File: src/rtl/opStatePkg.sv
package opStatePkg;

  typedef enum logic [2:0] {
    ST_RESET = 3'b000,
    ST_EXEC  = 3'b001,
    ST_EXC   = 3'b010,
    ST_WAIT  = 3'b011
  } opState_e;

  // Order of the exception entry transfers; the sequence is behaviour.
  typedef enum logic [1:0] {
    XF_PUSH_CTX  = 2'd0,
    XF_PUSH_PC   = 2'd1,
    XF_READ_LINK = 2'd2,
    XF_READ_PC   = 2'd3
  } xferStep_e;

  typedef struct packed {
    logic      initRegs;
    logic      latchCtx;
    logic      spDec;
    logic      linkLoad;
    logic      pcLoad;
    xferStep_e step;
  } ctrlStrobe_t;

endpackage

File: src/rtl/opStateCtrl.sv
module opStateCtrl
  import opStatePkg::*;
(
  input  logic        clk,
  input  logic        rst,
  input  logic        excReq,
  input  logic        waitReq,
  input  logic        intReq,
  input  logic        memReady,
  output opState_e    stateQ,
  output logic        memReq,
  output ctrlStrobe_t strobes
);

  opState_e  stateD;
  xferStep_e stepQ, stepD;
  logic      inExc, xferDone, lastXfer, enterExc, pushStep;

  assign inExc    = (stateQ == ST_EXC);
  assign xferDone = inExc && memReady;
  assign lastXfer = (stepQ == XF_READ_PC);
  assign pushStep = (stepQ == XF_PUSH_CTX) || (stepQ == XF_PUSH_PC);
  assign enterExc = ((stateQ == ST_EXEC) && excReq) ||
                    ((stateQ == ST_WAIT) && intReq);

  always_comb begin
    stateD = stateQ;
    stepD  = stepQ;
    unique case (stateQ)
      ST_RESET: stateD = ST_EXEC;
      ST_EXEC: begin
        if (excReq) begin
          stateD = ST_EXC;
          stepD  = XF_PUSH_CTX;
        end else if (waitReq) begin
          stateD = ST_WAIT;
        end
      end
      ST_WAIT: begin
        if (intReq) begin
          stateD = ST_EXC;
          stepD  = XF_PUSH_CTX;
        end
      end
      ST_EXC: begin
        if (memReady) begin
          if (lastXfer) stateD = ST_EXEC;
          stepD = xferStep_e'(stepQ + 2'd1);
        end
      end
      default: stateD = ST_RESET;
    endcase
  end

  always_ff @(posedge clk) begin
    if (rst) begin
      stateQ <= ST_RESET;
      stepQ  <= XF_PUSH_CTX;
    end else begin
      stateQ <= stateD;
      stepQ  <= stepD;
    end
  end

  // Reset gates the request in the same cycle so a pending transfer is dropped.
  assign memReq = inExc && !rst;

  always_comb begin
    strobes.initRegs = rst;
    strobes.latchCtx = !rst && enterExc;
    strobes.spDec    = !rst && xferDone && pushStep;
    strobes.linkLoad = !rst && xferDone && (stepQ == XF_READ_LINK);
    strobes.pcLoad   = !rst && xferDone && lastXfer;
    strobes.step     = stepQ;
  end

endmodule

File: src/rtl/opStateDatapath.sv
module opStateDatapath
  import opStatePkg::*;
#(
  parameter int          DW       = 32,
  parameter int          PSR_W    = 16,
  parameter int          MOD_W    = 16,
  parameter logic [DW-1:0] SP_RESET = '0,
  parameter logic [DW-1:0] RESET_PC = '0
) (
  input  logic             clk,
  input  ctrlStrobe_t      strobes,
  input  logic [DW-1:0]    pcIn,
  input  logic [PSR_W-1:0] psrIn,
  input  logic [MOD_W-1:0] modIn,
  input  logic [DW-1:0]    vecAddr,
  input  logic [DW-1:0]    memRdata,
  output logic [DW-1:0]    memAddr,
  output logic             memWe,
  output logic [DW-1:0]    memWdata,
  output logic [DW-1:0]    sp,
  output logic [DW-1:0]    pcOut,
  output logic [DW-1:0]    linkOut,
  output logic             pcLoaded
);

  localparam int CTX_W = PSR_W + MOD_W;
  localparam logic [DW-1:0] ONE = DW'(1);

  logic [DW-1:0] ctxWordD, ctxWordQ, ctxPcQ, ctxVecQ;
  logic [DW-1:0] spQ, pcQ, linkQ;
  logic          loadedQ;

  generate
    if (CTX_W < DW) begin : g_ctxPad
      assign ctxWordD = {{(DW-CTX_W){1'b0}}, psrIn, modIn};
    end else begin : g_ctxFull
      assign ctxWordD = DW'({psrIn, modIn});
    end
  endgenerate

  always_ff @(posedge clk) begin
    if (strobes.latchCtx) begin
      ctxWordQ <= ctxWordD;
      ctxPcQ   <= pcIn;
      ctxVecQ  <= vecAddr;
    end
  end

  always_ff @(posedge clk) begin
    if (strobes.initRegs) begin
      spQ     <= SP_RESET;
      pcQ     <= RESET_PC;
      linkQ   <= '0;
      loadedQ <= 1'b0;
    end else begin
      if (strobes.spDec)    spQ   <= spQ - ONE;
      if (strobes.linkLoad) linkQ <= memRdata;
      if (strobes.pcLoad)   pcQ   <= memRdata;
      loadedQ <= strobes.pcLoad;
    end
  end

  always_comb begin
    memAddr  = spQ - ONE;
    memWe    = 1'b0;
    memWdata = ctxWordQ;
    unique case (strobes.step)
      XF_PUSH_CTX: begin
        memWe    = 1'b1;
        memWdata = ctxWordQ;
      end
      XF_PUSH_PC: begin
        memWe    = 1'b1;
        memWdata = ctxPcQ;
      end
      XF_READ_LINK: memAddr = ctxVecQ;
      XF_READ_PC:   memAddr = ctxVecQ + ONE;
      default:      memAddr = spQ - ONE;
    endcase
  end

  assign sp       = spQ;
  assign pcOut    = pcQ;
  assign linkOut  = linkQ;
  assign pcLoaded = loadedQ;

endmodule

File: src/rtl/opStateTop.sv
module opStateTop
  import opStatePkg::*;
#(
  parameter int            DW       = 32,
  parameter int            PSR_W    = 16,
  parameter int            MOD_W    = 16,
  parameter logic [DW-1:0] SP_RESET = DW'(32'h0000_1000),
  parameter logic [DW-1:0] RESET_PC = DW'(32'h0000_0100)
) (
  input  logic             clk,
  input  logic             rst,
  input  logic             excReq,
  input  logic             waitReq,
  input  logic             intReq,
  input  logic [DW-1:0]    pcIn,
  input  logic [PSR_W-1:0] psrIn,
  input  logic [MOD_W-1:0] modIn,
  input  logic [DW-1:0]    vecAddr,
  output logic             memReq,
  output logic             memWe,
  output logic [DW-1:0]    memAddr,
  output logic [DW-1:0]    memWdata,
  input  logic             memReady,
  input  logic [DW-1:0]    memRdata,
  output logic [2:0]       statusCode,
  output logic [DW-1:0]    sp,
  output logic [DW-1:0]    pcOut,
  output logic [DW-1:0]    linkOut,
  output logic             pcLoaded
);

  opState_e    stateQ;
  ctrlStrobe_t strobes;

  opStateCtrl u_ctrl (
    .clk      (clk),
    .rst      (rst),
    .excReq   (excReq),
    .waitReq  (waitReq),
    .intReq   (intReq),
    .memReady (memReady),
    .stateQ   (stateQ),
    .memReq   (memReq),
    .strobes  (strobes)
  );

  opStateDatapath #(
    .DW       (DW),
    .PSR_W    (PSR_W),
    .MOD_W    (MOD_W),
    .SP_RESET (SP_RESET),
    .RESET_PC (RESET_PC)
  ) u_dp (
    .clk      (clk),
    .strobes  (strobes),
    .pcIn     (pcIn),
    .psrIn    (psrIn),
    .modIn    (modIn),
    .vecAddr  (vecAddr),
    .memRdata (memRdata),
    .memAddr  (memAddr),
    .memWe    (memWe),
    .memWdata (memWdata),
    .sp       (sp),
    .pcOut    (pcOut),
    .linkOut  (linkOut),
    .pcLoaded (pcLoaded)
  );

  assign statusCode = stateQ;

endmodule

File: config.mk
export PLATFORM = sky130hd
export DESIGN_NAME = opStateTop
export DESIGN_NICKNAME = d
export VERILOG_FILES = /design/src/rtl/opStatePkg.sv /design/src/rtl/opStateCtrl.sv /design/src/rtl/opStateDatapath.sv /design/src/rtl/opStateTop.sv
export SDC_FILE = /design/constraint.sdc
export NUM_CORES = 1
export LEC_CHECK = 0
export BUFFER_PORTS_ARGS = -buffer_cell sky130_fd_sc_hd__buf_2
export CAP_MARGIN = 15
export CELL_PAD_IN_SITES_DETAIL_PLACEMENT = 1
export CELL_PAD_IN_SITES_GLOBAL_PLACEMENT = 1
export CORE_MARGIN = 10
export CORE_UTILIZATION = 38
export DETAILED_ROUTE_END_ITERATION = 8
export PLACE_DENSITY_LB_ADDON = 0.1
export SLEW_MARGIN = 20
export SYNTH_ARGS = -nofsm -noshare
export SYNTH_HDL_FRONTEND = slang
export SYNTH_SLANG_ARGS = --single-unit
File: constraint.sdc
create_clock -name clk -period 11.3 [get_ports clk]
set_input_delay 1.695 -clock clk [delete_from_list [all_inputs] [get_ports clk]]
set_output_delay 1.695 -clock clk [all_outputs]
set_load 0.05 [all_outputs]
# ---- Word-level counts from Yosys, hierarchy flattened
# Cells that the tools add are included.
dict set report totals {
  reg_bits 198
  inputBits 134
}
dict set report classes {
  n_mux 13
  addsub 3
  n_eq_ne 11
  n_reduce_logical 18
}
# op n
set op_table {}
lappend op_table {{$pmux W32 S2} 1}
lappend op_table {{$add A32 B1 Y32 const B} 1}
lappend op_table {{$mux W32} 1}
lappend op_table {{$sub A32 B1 Y32 const B} 1}
lappend op_table {{$mux W3} 5}
lappend op_table {{$pmux W3 S4} 1}
lappend op_table {{$logic_and A1 B1 Y1} 9}
lappend op_table {{$ne A2 B2 Y1 const B} 4}
lappend op_table {{$reduce_and A4 Y1} 2}
lappend op_table {{$eq A3 B2 Y1 const B} 2}
lappend op_table {{$mux W2} 3}
lappend op_table {{$pmux W2 S3} 1}
lappend op_table {{$eq A2 B2 Y1 const B} 2}
lappend op_table {{$eq A3 B1 Y1 const B} 1}
lappend op_table {{$logic_not A3 Y1} 1}
lappend op_table {{$ne A3 B3 Y1 const B} 1}
lappend op_table {{$reduce_bool A3 Y1} 1}
lappend op_table {{$add A2 B1 Y2 const B} 1}
lappend op_table {{$eq A2 B1 Y1 const B} 1}
lappend op_table {{$logic_not A2 Y1} 1}
lappend op_table {{$logic_or A1 B1 Y1} 2}
lappend op_table {{$reduce_or A2 Y1} 1}
lappend op_table {{$logic_not A1 Y1} 1}
lappend op_table {{$mux W1} 1}

# ---- Logic depth before layout (Yosys ltp)
dict set report depth {
  depth_word 4
  depth_mapped 9
  mapped_depth_nobuf 7
}

# ---- Cells and area by module
# A second synthesis with hierarchy kept.
dict set report hier_totals {
  hier_cells 762
  hier_area_um2 8693.3
}
# mod seq_area_each_um2 cells_each instances area_per_inst_um2
set by_module_without_submodules {}
lappend by_module_without_submodules {opStateDatapath 4824.6 721 1 8341.8}
lappend by_module_without_submodules {opStateCtrl 80.1 41 1 351.6}

# ---- Worst setup path before layout
# No wires, ideal clock.
dict set report synth_path {
  kind {in2reg}
  from {input port rst}
  to {register u_dp.ctxPcQ[0] (enable)}
  path_stages 2
  setup_time_ps 687
  arrival_time_ps 8747
  setup_slack_ps 1865
  required_ps 10613
  path_cell_list {buf_6 -> nor3b_1}
}
# item line_no
set synth_rtl {}
lappend synth_rtl {{start: declaration} opStateTop.sv:11} ;# input logic rst,
lappend synth_rtl {{end signal: assignment} opStateDatapath.sv:44} ;# ctxPcQ <= pcIn;
lappend synth_rtl {{end: declaration} opStateDatapath.sv:29} ;# logic [DW-1:0] ctxWordD, ctxWordQ, ctxPcQ, ctxVecQ;

# ---- Final worst setup path
dict set report layout_path {
  from {register u_dp.spQ[8], in the netlist u_dp.sp[8]}
  to {output port memAddr[23]}
}
dict set report layout_between {
  elab_chain_len 2
}
# item line_no
set layout_lines {}
lappend layout_lines {{start: declaration} opStateDatapath.sv:30} ;# logic [DW-1:0] spQ, pcQ, linkQ;
lappend layout_lines {{start signal: assignment} opStateDatapath.sv:56} ;# if (strobes.spDec) spQ <= spQ - ONE;
lappend layout_lines {{$sub A32 B1 Y32} opStateDatapath.sv:64} ;# memAddr = spQ - ONE;
lappend layout_lines {{$pmux W32 S2} opStateDatapath.sv:67} ;# unique case (strobes.step)
lappend layout_lines {{end: declaration} opStateTop.sv:21} ;# output logic [DW-1:0] memAddr,
# Every way passes these cells.

==> impl_metrics.py <==
metrics = {
    "placement": {
        "place_ws_ns": 6.664,
        "gp_congestion": 0.7838,
        "portBuffers": 298,
        "place_area_um2": 10480,
        "dp_hpwl_mm": 21.46,
        "dpl.cell_count": 1402,
    },
    "floorplanning": {
        "die_x_um": 172.0,
        "ioPinCount": 300,
        "fp.coreArea_um2": 22710,
        "die_area_um2": 29590,
        "die_h_um": 172.0,
        "start_util": 0.3867,
        "rows": 55,
    },
    "power": {
        "peakVddDrop_uv": 109.4,
        "p_total_mw": 1.671,
        "power_density_nw_per_um2": 150.1,
        "p_leak_nw": 4.379,
    },
    "clock_tree": {
        "cts_root_buf": "clkbuf_16",
        "numCtsBuffers": 17,
        "path_clk_slew_ns": 0.08,
        "cts_setup_buffers": 0,
        "cts_htree_levels": 4,
        "clock_sinks": 197,
        "clk_path_buf_depth": 2,
        "insertion_delay_ns": 0.44,
        "cts_resized": 0,
        "cts_hold_buf": 0,
        "cts_tree": "built",
    },
    "sta": {
        "fin_crit_ns": 4.857,
        "clock.fmax_ghz": 0.2059,
        "tightest_slew_ns": 1.050,
        "finClkSkew_ns": 0.01118,
        "setup_violations": 0,
        "finalCritPeriodShare": 0.4298,
        "max_slew_margin": 0.3001,
        "finalSetupTns_ns": 0,
        "rsz0062_at_grt": "no",
        "whs_ns": 0.4524,
        "finalHoldViolCount": 0,
        "setup_slack_ns": 6.443,
        "slew_violations": 0,
    },
    "yosys": {
        "syn_avg_cell_area_um2": 10.10,
        "synthArstFlopShare": 0,
        "synthCells": 869,
        "syn_nets": 1009,
        "yosysSeqAreaShare": 0.5586,
        "synth-edff-count": 96,
        "synth_seq_cells": 197,
        "synthesis.area_um2": 8781,
        "yosysWarnings": 0,
        "synth-main-ff-cell": "dfxtp_1",
        "ys_types": 51,
    },
    "worst_setup_path": {
        "crit_path_start_kind": "register",
        "worst-setup-path-type": "register to primary output",
        "worstSetupEndpointType": "primary output",
        "r2r-start": "u_ctrl.stateQ[1]",
        "crit_required_ns": 9.61,
        "crit_fanout": 16,
        "cpPeakStageDelay_ns": 0.77,
        "cp.arrival_ns": 3.16,
        "critPathSlowestCell": "or4_2",
        "cp-startpoint": "u_dp.sp[8]",
        "path_cells": "nor4_1 -> nand3_1 -> or4_2 -> a21oi_1 -> a221o_1 -> buf_2",
    },
    "worst_hold_path": {
        "hp-start": "u_dp.linkOut[30]",
        "hp-class": "register to register",
    },
    "run_status": {
        "status": "completed",
    },
    "route": {
        "ant_nets": 0,
        "wirelength_mm": 28.95,
        "wl_per_cell_um": 20.17,
        "detailroute.via_count": 7460,
        "drc": 0,
        "vias_per_cell": 5.199,
        "drt-initial-drc-count": 378,
        "drtPass1Iterations": 4,
    },
    "finish": {
        "design_area_um2": 11140,
        "finalNonFillerCells": 1435,
        "drive_gt1_frac": 0.3394,
        "final_nets": 1276,
        "fin_util": 0.4904,
        "area_growth_pct": 26.83,
    },
    "grt": {
        "grtUsageTotal": 0.1923,
        "antenna_found_initial": 3,
        "grt_pass1_wl_mm": 44.31,
        "first_global_vias": 7882,
        "grt_max_degree": 85,
        "grt.overflow.total": 0,
    },
    "run": {
        "maxCapViolations": 0,
    },
}
[cell families (layout without fill, tap and decap cells)]
| family | after synthesis | count (layout) | synth area share |
|---|---|---|---|
| compound gates | 135 | 135 | 0.09276 |
| xor+xnor | 76 | 76 | 0.07581 |
| fa+ha+maj | 6 | 6 | 0.008549 |
| buf+inv | 72 | 352 | 0.03291 |
| flops | 197 | 197 | 0.5586 |
| mux | 35 | 35 | 0.04460 |
| other cells | 1 | 2 | 0.0004271 |
| simple gates | 347 | 347 | 0.1864 |
[path summary, 6_finish.rpt]
check                           to  slack [ns]  cells after the start
setup / recovery       memAddr[23]        6.44                      6
hold / removal    u_dp.linkOut[30]        0.45                      2
setup reg to reg       u_dp.sp[25]        8.16                      5
hold reg to reg   u_dp.linkOut[30]        0.45                      2
[worst max-delay path, delay by kind of cell, from the launching register on]
kind                   cells  cell delay, ns
AOI/OAI and AO/OA          2            0.32
buffers and inverters      1            0.27
and+or+nand+nor            3            1.72
DFF                        1            0.41
[cell usage after synthesis, types with 2 or more instances]
cell type,instances,share of area
or4b_2,2,0.0023
nand3_1,21,0.012
nor4bb_1,2,0.0023
nor3b_1,3,0.0026
edfxtp_1,96,0.33
nor3_1,17,0.0097
ha_1,6,0.0085
a22oi_1,5,0.0043
or2_2,6,0.0043
or4_1,6,0.0051
buf_1,5,0.0021
nor2_1,47,0.020
mux2i_1,2,0.0023
or3_1,14,0.010
o221ai_1,22,0.022
a21oi_1,78,0.044
inv_1,10,0.0043
xnor2_1,44,0.044
or4_2,2,0.0020
mux2_2,33,0.042
o21ai_0,16,0.0091
clkbuf_1,50,0.021
nand4_1,17,0.012
xor2_1,32,0.032
nand4b_1,3,0.0030
o211ai_1,3,0.0026
dfxtp_1,101,0.23
buf_4,2,0.0017
and2_1,4,0.0028
nor2b_1,2,0.0014
nor4b_1,2,0.0020
nand2_1,171,0.073
buf_2,2,0.0011
a221o_1,3,0.0034
o31ai_1,3,0.0026
nor4_1,22,0.016
[state kept, by name, indices dropped and copies added, names as in the netlist]
signal	cells
u_dp.pcOut	32
u_dp.sp	32
u_ctrl.stepQ	2
u_ctrl.stateQ	2
u_dp.ctxPcQ	32
u_dp.ctxWordQ	32
u_dp.linkOut	32
u_dp.pcLoaded	1
u_dp.ctxVecQ	32
[power breakdown]
group | total, mW | leakage (nW) | internal, mW | switching, mW
Combinational | 0.223 | 2.37 | 0.0665 | 0.156
Sequential | 0.780 | 1.69 | 0.767 | 0.0136
Clock | 0.668 | 0.317 | 0.327 | 0.342
Total | 1.67 | 4.38 | 1.16 | 0.512
[cell type report]
cell class	count	area (um^2)
tap	285	356.6
antenna	1	2.502
inverter	11	41.29
fill	2637	11570
clock inverter	14	206.4
clock buffer	18	450.4
multi-input combinational	600	3598
timing repair buffer	309	1577
sequential	197	4905
[routing by layer]
metal  vias up  track usage  wire (um)  part of all wire
met5         -            0         34            0.0012
met4         4      0.04798        478             0.017
met3        29      0.07684       2361             0.082
met2       193       0.3300      14460              0.50
met1      3617       0.2182      11620              0.40
li1       3617            -          -                 -
[cells in the final DEF, fill, tap and decap left out, drive strengths merged, types with 4 or more instances in the layout]
| master | synthesis | layout |
|---|---|---|
| buf | 10 | 309 |
| nand2 | 171 | 171 |
| dfxtp | 101 | 101 |
| edfxtp | 96 | 96 |
| a21oi | 78 | 78 |
| nor2 | 47 | 47 |
| xnor2 | 44 | 44 |
| mux2 | 33 | 33 |
| xor2 | 32 | 32 |
| o221ai | 22 | 22 |
| nor4 | 22 | 22 |
| nand3 | 21 | 21 |
| inv | 10 | 19 |
| clkbuf | 51 | 18 |
| nand4 | 17 | 17 |
| nor3 | 17 | 17 |
| o21ai | 16 | 16 |
| or3 | 16 | 16 |
| or4 | 9 | 9 |
| or2 | 6 | 6 |
| ha | 6 | 6 |
| clkinv | 1 | 6 |
| a22oi | 5 | 5 |
| and2 | 4 | 4 |
(Power assumes the default switching activity.)
